## src/rtl/irq_arb_pkg.sv

```systemverilog
package irq_arb_pkg;

   // Width of an index able to address n sources (at least one bit).
   function automatic int idx_width(input int n);
      return (n > 1) ? $clog2(n) : 1;
   endfunction

endpackage

```

## src/rtl/irq_flag_bank.sv

```systemverilog
module irq_flag_bank #(
   parameter int N_FLAG = 4
) (
   input  logic              clk,
   input  logic              rst_n,
   input  logic [N_FLAG-1:0] evt_i,
   input  logic [N_FLAG-1:0] sw_clr_i,
   input  logic [N_FLAG-1:0] take_clr_i,
   output logic [N_FLAG-1:0] pend_o
);

   generate
      if (N_FLAG < 1) begin : g_bad_n
         $error("irq_flag_bank: N_FLAG must be at least 1");
      end
   endgenerate

   // One sticky latch per source; a new event beats any clear.
   for (genvar i = 0; i < N_FLAG; i++) begin : g_bit
      logic pend_q;
      always_ff @(posedge clk) begin
         if (!rst_n) begin
            pend_q <= 1'b0;
         end else if (evt_i[i]) begin
            pend_q <= 1'b1;
         end else if (sw_clr_i[i] || take_clr_i[i]) begin
            pend_q <= 1'b0;
         end
      end
      assign pend_o[i] = pend_q;
   end

endmodule

```

## src/rtl/irq_prio_pick.sv

```systemverilog
module irq_prio_pick #(
   parameter int N_SRC = 6,
   parameter int IW    = 3
) (
   input  logic [N_SRC-1:0] req_i,
   output logic             any_o,
   output logic [IW-1:0]    idx_o
);

   generate
      if (N_SRC < 2) begin : g_bad_n
         $error("irq_prio_pick: N_SRC must be at least 2");
      end
      if ((1 << IW) < N_SRC) begin : g_bad_w
         $error("irq_prio_pick: IW too narrow for N_SRC");
      end
   endgenerate

   // Scan from the top down so the lowest requesting index is kept last.
   always_comb begin
      any_o = 1'b0;
      idx_o = '0;
      for (int k = N_SRC - 1; k >= 0; k--) begin
         if (req_i[k]) begin
            any_o = 1'b1;
            idx_o = IW'(k);
         end
      end
   end

endmodule

```

## src/rtl/irq_gate_ctrl.sv

```systemverilog
module irq_gate_ctrl (
   input  logic clk,
   input  logic rst_n,
   input  logic set_i,
   input  logic clr_i,
   input  logic reti_i,
   input  logic boundary_i,
   input  logic take_i,
   output logic gie_o,
   output logic block_o
);

   logic gie_q;
   logic block_q;

   // Global enable: disable and acceptance beat set and return.
   always_ff @(posedge clk) begin
      if (!rst_n) begin
         gie_q <= 1'b0;
      end else if (clr_i || take_i) begin
         gie_q <= 1'b0;
      end else if (set_i || reti_i) begin
         gie_q <= 1'b1;
      end
   end

   // One-instruction hold after a return, dropped at the next boundary.
   always_ff @(posedge clk) begin
      if (!rst_n) begin
         block_q <= 1'b0;
      end else if (reti_i) begin
         block_q <= 1'b1;
      end else if (boundary_i) begin
         block_q <= 1'b0;
      end
   end

   assign gie_o   = gie_q;
   assign block_o = block_q;

endmodule

```

## src/rtl/irq_prio_arb.sv

```systemverilog
module irq_prio_arb #(
   parameter int N_FLAG  = 4,
   parameter int N_LEVEL = 2,
   parameter int IW      = irq_arb_pkg::idx_width(N_FLAG + N_LEVEL)
) (
   input  logic                       clk,
   input  logic                       rst_n,
   input  logic [N_FLAG-1:0]          flag_evt_i,
   input  logic [N_FLAG-1:0]          flag_clr_i,
   input  logic [N_LEVEL-1:0]         level_cond_i,
   input  logic                       en_wr_i,
   input  logic [N_FLAG+N_LEVEL-1:0]  en_wdata_i,
   input  logic                       gie_set_i,
   input  logic                       gie_clr_i,
   input  logic                       reti_i,
   input  logic                       boundary_i,
   output logic                       irq_o,
   output logic [IW-1:0]              vec_o
);

   localparam int N_SRC = N_FLAG + N_LEVEL;

   generate
      if (N_FLAG < 1) begin : g_bad_flag
         $error("irq_prio_arb: N_FLAG must be at least 1");
      end
      if (N_LEVEL < 1) begin : g_bad_level
         $error("irq_prio_arb: N_LEVEL must be at least 1");
      end
      if (IW < irq_arb_pkg::idx_width(N_SRC)) begin : g_bad_iw
         $error("irq_prio_arb: IW too narrow");
      end
   endgenerate

   logic [N_SRC-1:0]  en_q;
   logic [N_FLAG-1:0] flag_q;
   logic [N_FLAG-1:0] take_clr;
   logic [N_SRC-1:0]  req;
   logic [IW-1:0]     win_idx;
   logic              win_any;
   logic              gie_q;
   logic              block_q;
   logic              take;

   // Per-source enable register.
   always_ff @(posedge clk) begin
      if (!rst_n) begin
         en_q <= '0;
      end else if (en_wr_i) begin
         en_q <= en_wdata_i;
      end
   end

   irq_flag_bank #(.N_FLAG(N_FLAG)) u_flags (
      .clk        (clk),
      .rst_n      (rst_n),
      .evt_i      (flag_evt_i),
      .sw_clr_i   (flag_clr_i),
      .take_clr_i (take_clr),
      .pend_o     (flag_q)
   );

   // Latched sources occupy the low indices, level sources the high ones.
   assign req = en_q & {level_cond_i, flag_q};

   irq_prio_pick #(.N_SRC(N_SRC), .IW(IW)) u_pick (
      .req_i (req),
      .any_o (win_any),
      .idx_o (win_idx)
   );

   irq_gate_ctrl u_gate (
      .clk        (clk),
      .rst_n      (rst_n),
      .set_i      (gie_set_i),
      .clr_i      (gie_clr_i),
      .reti_i     (reti_i),
      .boundary_i (boundary_i),
      .take_i     (take),
      .gie_o      (gie_q),
      .block_o    (block_q)
   );

   // A disable in flight masks the request in its own cycle.
   assign irq_o = win_any && gie_q && !block_q && !gie_clr_i;
   assign vec_o = win_idx;
   assign take  = irq_o && boundary_i;

   for (genvar i = 0; i < N_FLAG; i++) begin : g_take
      assign take_clr[i] = take && (win_idx == IW'(i));
   end

endmodule

```

## config.mk

```make
export PLATFORM = sky130hd
export DESIGN_NAME = irq_prio_arb
export DESIGN_NICKNAME = d
export VERILOG_FILES = /design/src/rtl/irq_arb_pkg.sv /design/src/rtl/irq_flag_bank.sv /design/src/rtl/irq_prio_pick.sv /design/src/rtl/irq_gate_ctrl.sv /design/src/rtl/irq_prio_arb.sv
export SDC_FILE = /design/constraint.sdc
export NUM_CORES = 1
export LEC_CHECK = 0
export BUFFER_PORTS_ARGS = -buffer_cell sky130_fd_sc_hd__clkbuf_2
export CAP_MARGIN = 40
export CORE_MARGIN = 10
export CORE_UTILIZATION = 43
export DETAILED_ROUTE_END_ITERATION = 8
export PLACE_DENSITY_LB_ADDON = 0.25
export SKIP_CTS_REPAIR_TIMING = 1
export SYNTH_ARGS = -nofsm -noshare
export SYNTH_HDL_FRONTEND = slang
export SYNTH_SLANG_ARGS = --single-unit
```

## constraint.sdc

```tcl
create_clock -name clk -period 1.2 [get_ports clk]
set_input_delay 0.3 -clock clk [delete_from_list [all_inputs] [get_ports clk]]
set_output_delay 0.3 -clock clk [all_outputs]
set_load 0.1 [all_outputs]
```

==> impl_metrics.tcl, run 1 <==
set metrics [dict create \
    clock_skew_ns 0.002593 \
    status "complete, but fails checks" \
    timing.final.crit_share_pct 137.7 \
    place_ws_ns -0.2013 \
    r2r_end "u_flags.g_bit[3].pend_q" \
    p_comb_share_pct 28.5 \
    switching_share_pct 29.58 \
    met2_usage_pct 19.59 \
    clk_latency_ns 0.27 \
    setup.worst_path.start "en_q[2]" \
    dr_total_vias 607 \
    avgSynthCellArea_sq_um 9.344 \
    avgViaCountPerCell 5.101 \
    synth_warnings 0 \
    crit_path_cell_trace "a22oi_2 -> nand4_1 -> and3_4 -> buf_12" \
    io_pins 27 \
    worst_path_max_delay_cell "dfxtp_2" \
    syn-cell-area_sq_um 579.3 \
    yosysUniqueCellTypes 24 \
    maxCapViolCount 0 \
    whs_path_depth 2 \
    rr_worst_depth 5 \
    setup_violations 5 \
    min_period_ns 1.652 \
    ff2ff_setup_slack_ns -0.02 \
    synth_cells 62 \
    fin_cells 119 \
    grt_overflow_total 0 \
    dp_cells 116 \
    finalWirelength_mm 1.742 \
    power_per_cell_area_nw_per_um2 980.7 \
    crit_fanout 3 \
    antenna_found_initial 0 \
    crit_arrival_ns 1.35 \
    nets 129 \
    num_antenna_cells 0 \
    clock-sinks 12 \
    worst_hold_slack_ns 0.2367 \
    cts_tree "done" \
    setup_ws_ns -0.4518 \
    area_growth_pct 69.55 \
    cts_root_buf "clkbuf_4" \
    worstHoldEndpoint "u_flags.g_bit[0].pend_q" \
    finalMaxSlewViolations 0 \
    p_clk_share_pct 25.2 \
    p_int_mw 0.6783 \
    grt_pass1_vias 635 \
    synth_seq_area_share_pct 41.47 \
    seq_area_sq_um 249.0 \
    dieArea_sq_um 3215 \
    r2r-start "u_flags.g_bit[2].pend_q" \
    postRouteAntennaNets 0 \
    fillers 101 \
    met3_usage_pct 4.270 \
    cts_max_level 1 \
    timing.fmax_mhz 605.4 \
    required_ns 0.90 \
    min_from "flag_evt_i[0]" \
    hold_viol 0 \
    port_buffers 26 \
    violations "setup timing" \
    syn-num-nets 85 \
    rsz0062_at_grt "yes" \
    p_leak_nw 0.4522 \
    grt_use_met1_pct 9.988 \
    ys_ff_latch 12 \
    core-area_sq_um 1285 \
    dp_hpwl_mm 1.457 \
    wl_per_cell_um 14.64 \
    setup_tns_ns -1.703 \
    track_usage_pct 10.71 \
    clock_tree.buffer_depth 2 \
    rows 13 \
    end_kind "primary output" \
    cp_num_buf_inv 1 \
    grt_max_degree 13 \
    path_clk_slew_ns 0.07 \
    relSlewSlack_pct 76.48 \
    multi_input_area_sq_um 381.6 \
    seqPwrFrac_pct 46.3 \
    die_width_um 56.71 \
    die_y_um 56.71 \
    cts_buffers 3 \
    busiest_layer "met2" \
    worst_path_largest_cell_delay_ns 0.33 \
    worstSetupPathType "reg -> out" \
    grt_pass1_wl_mm 2.766 \
    place_congestion 0.7548 \
    p_switching_mw 0.2849 \
    worstMarginPinSlew_ns 0.3483 \
    peakVddDrop_mv 0.6027 \
    drc 0 \
    startpoint_type "flop" \
    drive_gt1_share_pct 59.62 \
    drt_first_iter_violations 5 \
    dr.pass1.iters 4 \
    crit_family "simple AND/OR/NAND/NOR gates" \
    hold_path.class "in -> reg" \
    start_util_pct 45.08 \
]
[cell usage after synthesis]
cell      instances  area, sq um
mux2i_1           6        60.06
and4bb_4          1        16.27
a221oi_1          1        8.760
clkbuf_1          1        3.750
a21oi_1           2        10.01
nand2_1           4        15.01
nor2_1            2        7.510
o311ai_0          1        8.760
o21a_1            4        30.03
o21ai_0           1        5.000
a21boi_0          1        7.510
inv_1             2        7.510
nor2b_1           9        56.30
a41oi_1           2        17.52
nand4_1           1        6.260
a22oi_1           2        15.01
and2_1            3        18.77
a311oi_1          1        8.760
nand3_1           1        5.000
o211ai_1          1        7.510
nand2b_1          2        12.51
buf_2             1        5.000
and3_1            1        6.260
dfxtp_1          12        240.2
[worst max-delay path by stage]
stage               cells past startpoint  slack, ns                 endpoint
floorplan                               2      -0.44  u_flags.g_bit[3].pend_q
global placement                        5      -0.18                 vec_o[0]
detailed placement                      5      -0.20                 vec_o[0]
CTS                                     4      -0.49                 vec_o[1]
global route                            4      -0.50                    irq_o
finish                                  4      -0.45                    irq_o
[cell type report]
type | instances | area share, %
multi-input cells | 46 | 38.85
well taps | 15 | 1.911
flip-flops and latches | 12 | 25.35
inverters | 2 | 0.7643
clock buffers | 3 | 2.293
repair buffers | 41 | 30.83
[flip-flops by register name, summed over array words and instances (netlist names)]
| signal | cells |
|---|---|
| en_q | 6 |
| u_flags.g_bit.pend_q | 4 |
| u_gate.block_o | 1 |
| u_gate.gie_o | 1 |
[cell usage in the layout, fill, tap and decap left out, types with 2 or more instances in the layout]
master / count
mux2i_1: 6
a21oi_1: 2
nand2_1: 3
and2_4: 2
clkbuf_4: 3
buf_4: 15
nor2b_1: 9
o21a_1: 4
clkbuf_2: 22
nand2b_1: 2
dfxtp_1: 5
inv_1: 2
dfxtp_2: 7
a22oi_2: 2
buf_12: 4
[power by group through the flow]
stage	Clock (mW)	Sequential, mW	Combinational, mW
floorplan	0	0.453	0.141
global route	0.269	0.449	0.292
CTS	0.248	0.443	0.271
finish	0.243	0.446	0.274
global placement	0	0.450	0.263
detailed placement	0	0.452	0.270
[layer usage]
metal,vias up,wire [um]
met4,0,46
met2,18,903
li1,315,-
met5,-,0
met3,6,147
met1,268,645
[cells by family (layout without fill, tap and decap cells)]
family | after synthesis | after routing | synth area share (%)
AOI/OAI and AO/OA | 16 | 16 | 20.52
buffers and inverters | 4 | 46 | 2.807
DFF | 12 | 12 | 41.47
muxes | 6 | 6 | 10.37
and+or+nand+nor | 24 | 24 | 24.84
[metrics by stage]
step,utilization (%),power (mW),cell area [sq um]
after CTS,74.68,0.9622,959.7
final,76.44,0.9633,982.2
after floorplan,-,0.5940,624.3
after global routing,76.44,1.010,982.2
after detailed placement,72.93,0.7226,937.1
after global placement,72.93,0.7139,937.1
Power figures use the tool's default switching activity.
==> run 2, diff against run 1 <==
--- a/config.mk
+++ b/config.mk
@@ -11,4 +11,5 @@
 export CORE_UTILIZATION = 43
 export DETAILED_ROUTE_END_ITERATION = 8
+export GPL_TIMING_DRIVEN = 0
 export PLACE_DENSITY_LB_ADDON = 0.25
 export SKIP_CTS_REPAIR_TIMING = 1
==> constraint.sdc (replaced) <==
create_clock -name clk -period 1.2 [get_ports clk]
set_input_delay 0.12 -clock clk [delete_from_list [all_inputs] [get_ports clk]]
set_output_delay 0.12 -clock clk [all_outputs]
set_load 0.1 [all_outputs]
==> impl_metrics.tcl, run 2 (same netlist as run 1, synthesis figures left out) <==
set metrics [dict create \
    timing.fmax_mhz 672.1 \
    drc 0 \
    status "complete, but fails checks" \
    crit_family "simple AND/OR/NAND/NOR gates" \
    worst_path_max_delay_cell "dfxtp_2" \
    die_y_um 56.71 \
    drt_first_iter_violations 6 \
    seq_area_sq_um 250.2 \
    avgViaCountPerCell 5.374 \
    final_cell_mix "21 x clkbuf_2, 9 x nor2b_1, 8 x dfxtp_2" \
    finalMaxSlewViolations 0 \
    grt_max_degree 11 \
    grt_pass1_wl_mm 2.663 \
    setup_violations 4 \
    dr_total_vias 575 \
    violations "setup timing" \
    port_buffers 25 \
    relSlewSlack_pct 72.49 \
    clk_latency_ns 0.27 \
    start_util_pct 45.08 \
    startpoint_type "flop" \
    fillers 111 \
    core-area_sq_um 1285 \
    rows 13 \
    min_period_ns 1.488 \
    antenna_found_initial 0 \
    timing.final.crit_share_pct 124.0 \
    hold_viol 0 \
    finalWirelength_mm 1.632 \
    nets 117 \
    dr.pass1.iters 4 \
    clock_tree.buffer_depth 2 \
    worst_hold_slack_ns 0.05655 \
    setup_ws_ns -0.2880 \
    die_width_um 56.71 \
    worstSetupPathType "reg -> out" \
    drive_gt1_share_pct 52.17 \
    peakVddDrop_mv 0.6112 \
    clock-sinks 12 \
    dieArea_sq_um 3215 \
    wl_per_cell_um 15.25 \
    area_growth_pct 50.32 \
    io_pins 27 \
    crit_arrival_ns 1.37 \
    grt_pass1_vias 609 \
    worstMarginPinSlew_ns 0.4127 \
    path_clk_slew_ns 0.08 \
    final_common_cell "clkbuf_2" \
    crit_fanout 3 \
    grt_overflow_total 0 \
    cts_tree "done" \
    reg.largest.list "en_q x6, u_flags.g_bit.pend_q x4" \
    p_leak_nw 0.3861 \
    worst_path_largest_cell_delay_ns 0.33 \
    power_per_cell_area_nw_per_um2 1067 \
    rsz0062_at_grt "yes" \
    place_congestion 0.6839 \
    required_ns 1.08 \
    clock_skew_ns 0.003473 \
    track_usage_pct 10.26 \
    num_antenna_cells 0 \
    ff2ff_setup_slack_ns 0.05 \
    multi_input_area_sq_um 371.6 \
    crit_path_cell_trace "a22oi_2 -> nand4_1 -> and3_4 -> buf_12" \
    hold_path.class "in -> reg" \
    maxCapViolCount 0 \
    largest_reg_flops 6 \
    end_kind "primary output" \
    dp_hpwl_mm 1.255 \
    cts_max_level 1 \
    cts_buffers 3 \
    cts_root_buf "clkbuf_4" \
    largest-register "en_q" \
    cp_num_buf_inv 1 \
    postRouteAntennaNets 0 \
    place_ws_ns -0.3300 \
]
==> run 2: final cells by class <==
type                            instances  share of cell area [%]
Clock buffer                            3                   2.586
Inverter                                2                  0.8621
Sequential cell                        12                   28.74
Timing Repair Buffer                   27                   21.98
Tap cell                               15                   2.155
Buffer                                  2                   1.006
Multi-Input combinational cell         46                   42.67
==> run 2: worst paths after layout <==
path	startpoint	to	depth (start not counted)
hold / removal	flag_evt_i[0]	u_flags.g_bit[0].pend_q	2
setup reg to reg	u_flags.g_bit[2].pend_q	u_flags.g_bit[3].pend_q	4
hold reg to reg	en_q[4]	en_q[4]	2
setup / recovery	en_q[4]	irq_o	4
==> run 2: through the flow <==
step                      utilization (%)  power, mW  area (sq um)  std cells  TNS (ns)
final                               67.77     0.9295         870.8        107    -1.056
after global routing                67.77     0.9880         870.8        107    -1.329
after CTS                           61.05     0.8996         784.5        105    -2.224
after detailed placement            59.30     0.6527         762.0        102    -1.018
after global placement              59.30     0.6475         762.0        102   -0.9524
after floorplan                         -     0.5915         618.1         62   -0.7581
==> run 2: metal layers <==
layer  vias up  part of all wire, %  wire length [um]  global-route usage, %
li1        285                    -                 -                      -
met1       260                   42               679                  10.74
met2        26                   47               770                  15.99
met3         4                  9.9               161                  6.517
met4         0                  1.3                21                  4.124
met5         -                    0                 0                      0
==> run 2: worst reg2reg max path: stages, from the launching register on <==
cell	delay, ns
dfxtp_2	0.35
a22oi_2	0.10
buf_4	0.15
a221oi_4	0.25
a41oi_1	0.16
==> run 2: power by group <==
group          switching, mW  internal, mW
Combinational          0.122         0.107
Sequential            0.0268         0.427
Clock                  0.131         0.116
==> run 3, diff against run 2 <==
Settings changed: CORE_MARGIN 10 to unset, HOLD_SLACK_MARGIN set to 0.08.
==> impl_metrics.tcl, run 3 (same netlist as run 1, synthesis figures left out) <==
set metrics [dict create \
    final_cell_mix "21 x clkbuf_2, 9 x nor2b_1, 7 x dfxtp_2" \
    timing.final.crit_share_pct 124.7 \
    clock_skew_ns 0.007757 \
    hold_path.class "in -> reg" \
    port_buffers 25 \
    worstMarginPinSlew_ns 0.4072 \
    setup.worst_path.start "u_flags.g_bit[2].pend_q" \
    crit_fanout 3 \
    maxCapViolCount 0 \
    grt_pass1_wl_mm 2.007 \
    drive_gt1_share_pct 50.00 \
    finalWirelength_mm 1.397 \
    num_antenna_cells 0 \
    setup_tns_ns -1.048 \
    ff2ff_setup_slack_ns -0.04 \
    postRouteAntennaNets 0 \
    dr.pass1.iters 1 \
    dr_total_vias 570 \
    avgViaCountPerCell 5.182 \
    cts_root_buf "clkbuf_4" \
    rr_worst_depth 5 \
    cts_buffers 3 \
    status "complete, but fails checks" \
    die_width_um 38.71 \
    drt_first_iter_violations 0 \
    min_period_ns 1.497 \
    nets 120 \
    track_usage_pct 20.31 \
    startpoint_type "flop" \
    grt_pass1_vias 463 \
    clock_tree.buffer_depth 2 \
    hold_viol 0 \
    setup_ws_ns -0.2968 \
    rsz0062_at_grt "yes" \
    antenna_found_initial 0 \
    fin_util_pct 78.21 \
    reg.largest.list "en_q x6, u_flags.g_bit.pend_q x4" \
    clk_latency_ns 0.27 \
    violations "setup timing" \
    power_per_cell_area_nw_per_um2 1106 \
    place_ws_ns -0.3088 \
    crit_arrival_ns 1.38 \
    clock-sinks 12 \
    area_growth_pct 58.10 \
    path_clk_slew_ns 0.09 \
    drc 0 \
    finalMaxSlewViolations 0 \
    peakVddDrop_mv 0.7696 \
    place_congestion 0.7763 \
    rows 12 \
    wl_per_cell_um 12.70 \
    grt_max_degree 11 \
    setup.worst_path.end "irq_o" \
    largest-register "en_q" \
    r2r_end "u_flags.g_bit[3].pend_q" \
    io_pins 27 \
    relSlewSlack_pct 72.51 \
    core-area_sq_um 1171 \
    end_kind "primary output" \
    grt_overflow_total 0 \
    cts_tree "done" \
    timing.fmax_mhz 668.1 \
    dp_hpwl_um 993.2 \
    cts_max_level 1 \
    setup_violations 5 \
    required_ns 1.08 \
    worstSetupPathType "reg -> out" \
    p_leak_nw 0.4069 \
    final_common_cell "clkbuf_2" \
    die_y_um 38.71 \
    start_util_pct 49.47 \
    largest_reg_flops 6 \
    r2r-start "en_q[2]" \
    dieArea_sq_um 1498 \
    worst_hold_slack_ns 0.07915 \
]
## run 3: cell types whose count changed in the layout (fill, tap and decap cells not counted)
cell,delta
buf_6,-1
dfxtp_2,-1
clkbuf_8,+1
dlygate4sd3_1,+3
buf_8,+1
dfxtp_1,+1
## run 3: cell type report
| type | instances | area [sq um] |
|---|---|---|
| multi-input combinational | 46 | 371.6 |
| fill | 81 | 255.2 |
| sequential | 12 | 249.0 |
| timing repair buffer | 30 | 225.2 |
| clock buffer | 4 | 36.28 |
| tap | 14 | 17.52 |
| buffer | 2 | 8.758 |
| inverter | 2 | 7.507 |
## run 3: critical path, stage by stage, from the launching register on
cell,delay (ns)
dfxtp_2,0.34
a22oi_2,0.24
nand4_1,0.15
and3_4,0.21
buf_12,0.16
## run 3: report_power, final
part	internal [mW]	switching, mW	total (mW)
logic	0.112	0.121	0.233
registers	0.426	0.0271	0.453
clock network	0.184	0.143	0.327
total	0.723	0.291	1.01
## run 3: how the worst min path moves through the flow
stage	from	end	slack, ns	depth (start not counted)
after detailed placement	flag_evt_i[2]	u_flags.g_bit[2].pend_q	0.33	2
after CTS	flag_evt_i[2]	u_flags.g_bit[2].pend_q	0.06	2
after global placement	flag_evt_i[0]	u_flags.g_bit[0].pend_q	0.33	2
after floorplan	reti_i	u_gate.block_o	0.24	1
after global routing	reti_i	u_gate.block_o	0.09	2
final	reti_i	u_gate.block_o	0.08	2
## run 3: stage by stage
| stage | area (sq um) | power, mW | std cells |
|---|---|---|---|
| 6_report | 915.9 | 1.013 | 110 |
| 5_1_grt | 915.9 | 1.050 | 110 |
| 4_1_cts | 797.0 | 0.9686 | 105 |
| 3_5_place_dp | 760.7 | 0.6509 | 101 |
| 3_3_place_gp | 760.7 | 0.6462 | 101 |
| 2_1_floorplan | 618.1 | 0.5915 | 62 |
## run 3: metal layers
layer	GRT usage [%]	routed length [um]	up-vias
met2	30.83	663	14
met4	7.759	11	0
met1	26.86	664	260
met5	0	0	-
li1	-	-	294
met3	5.780	57	2
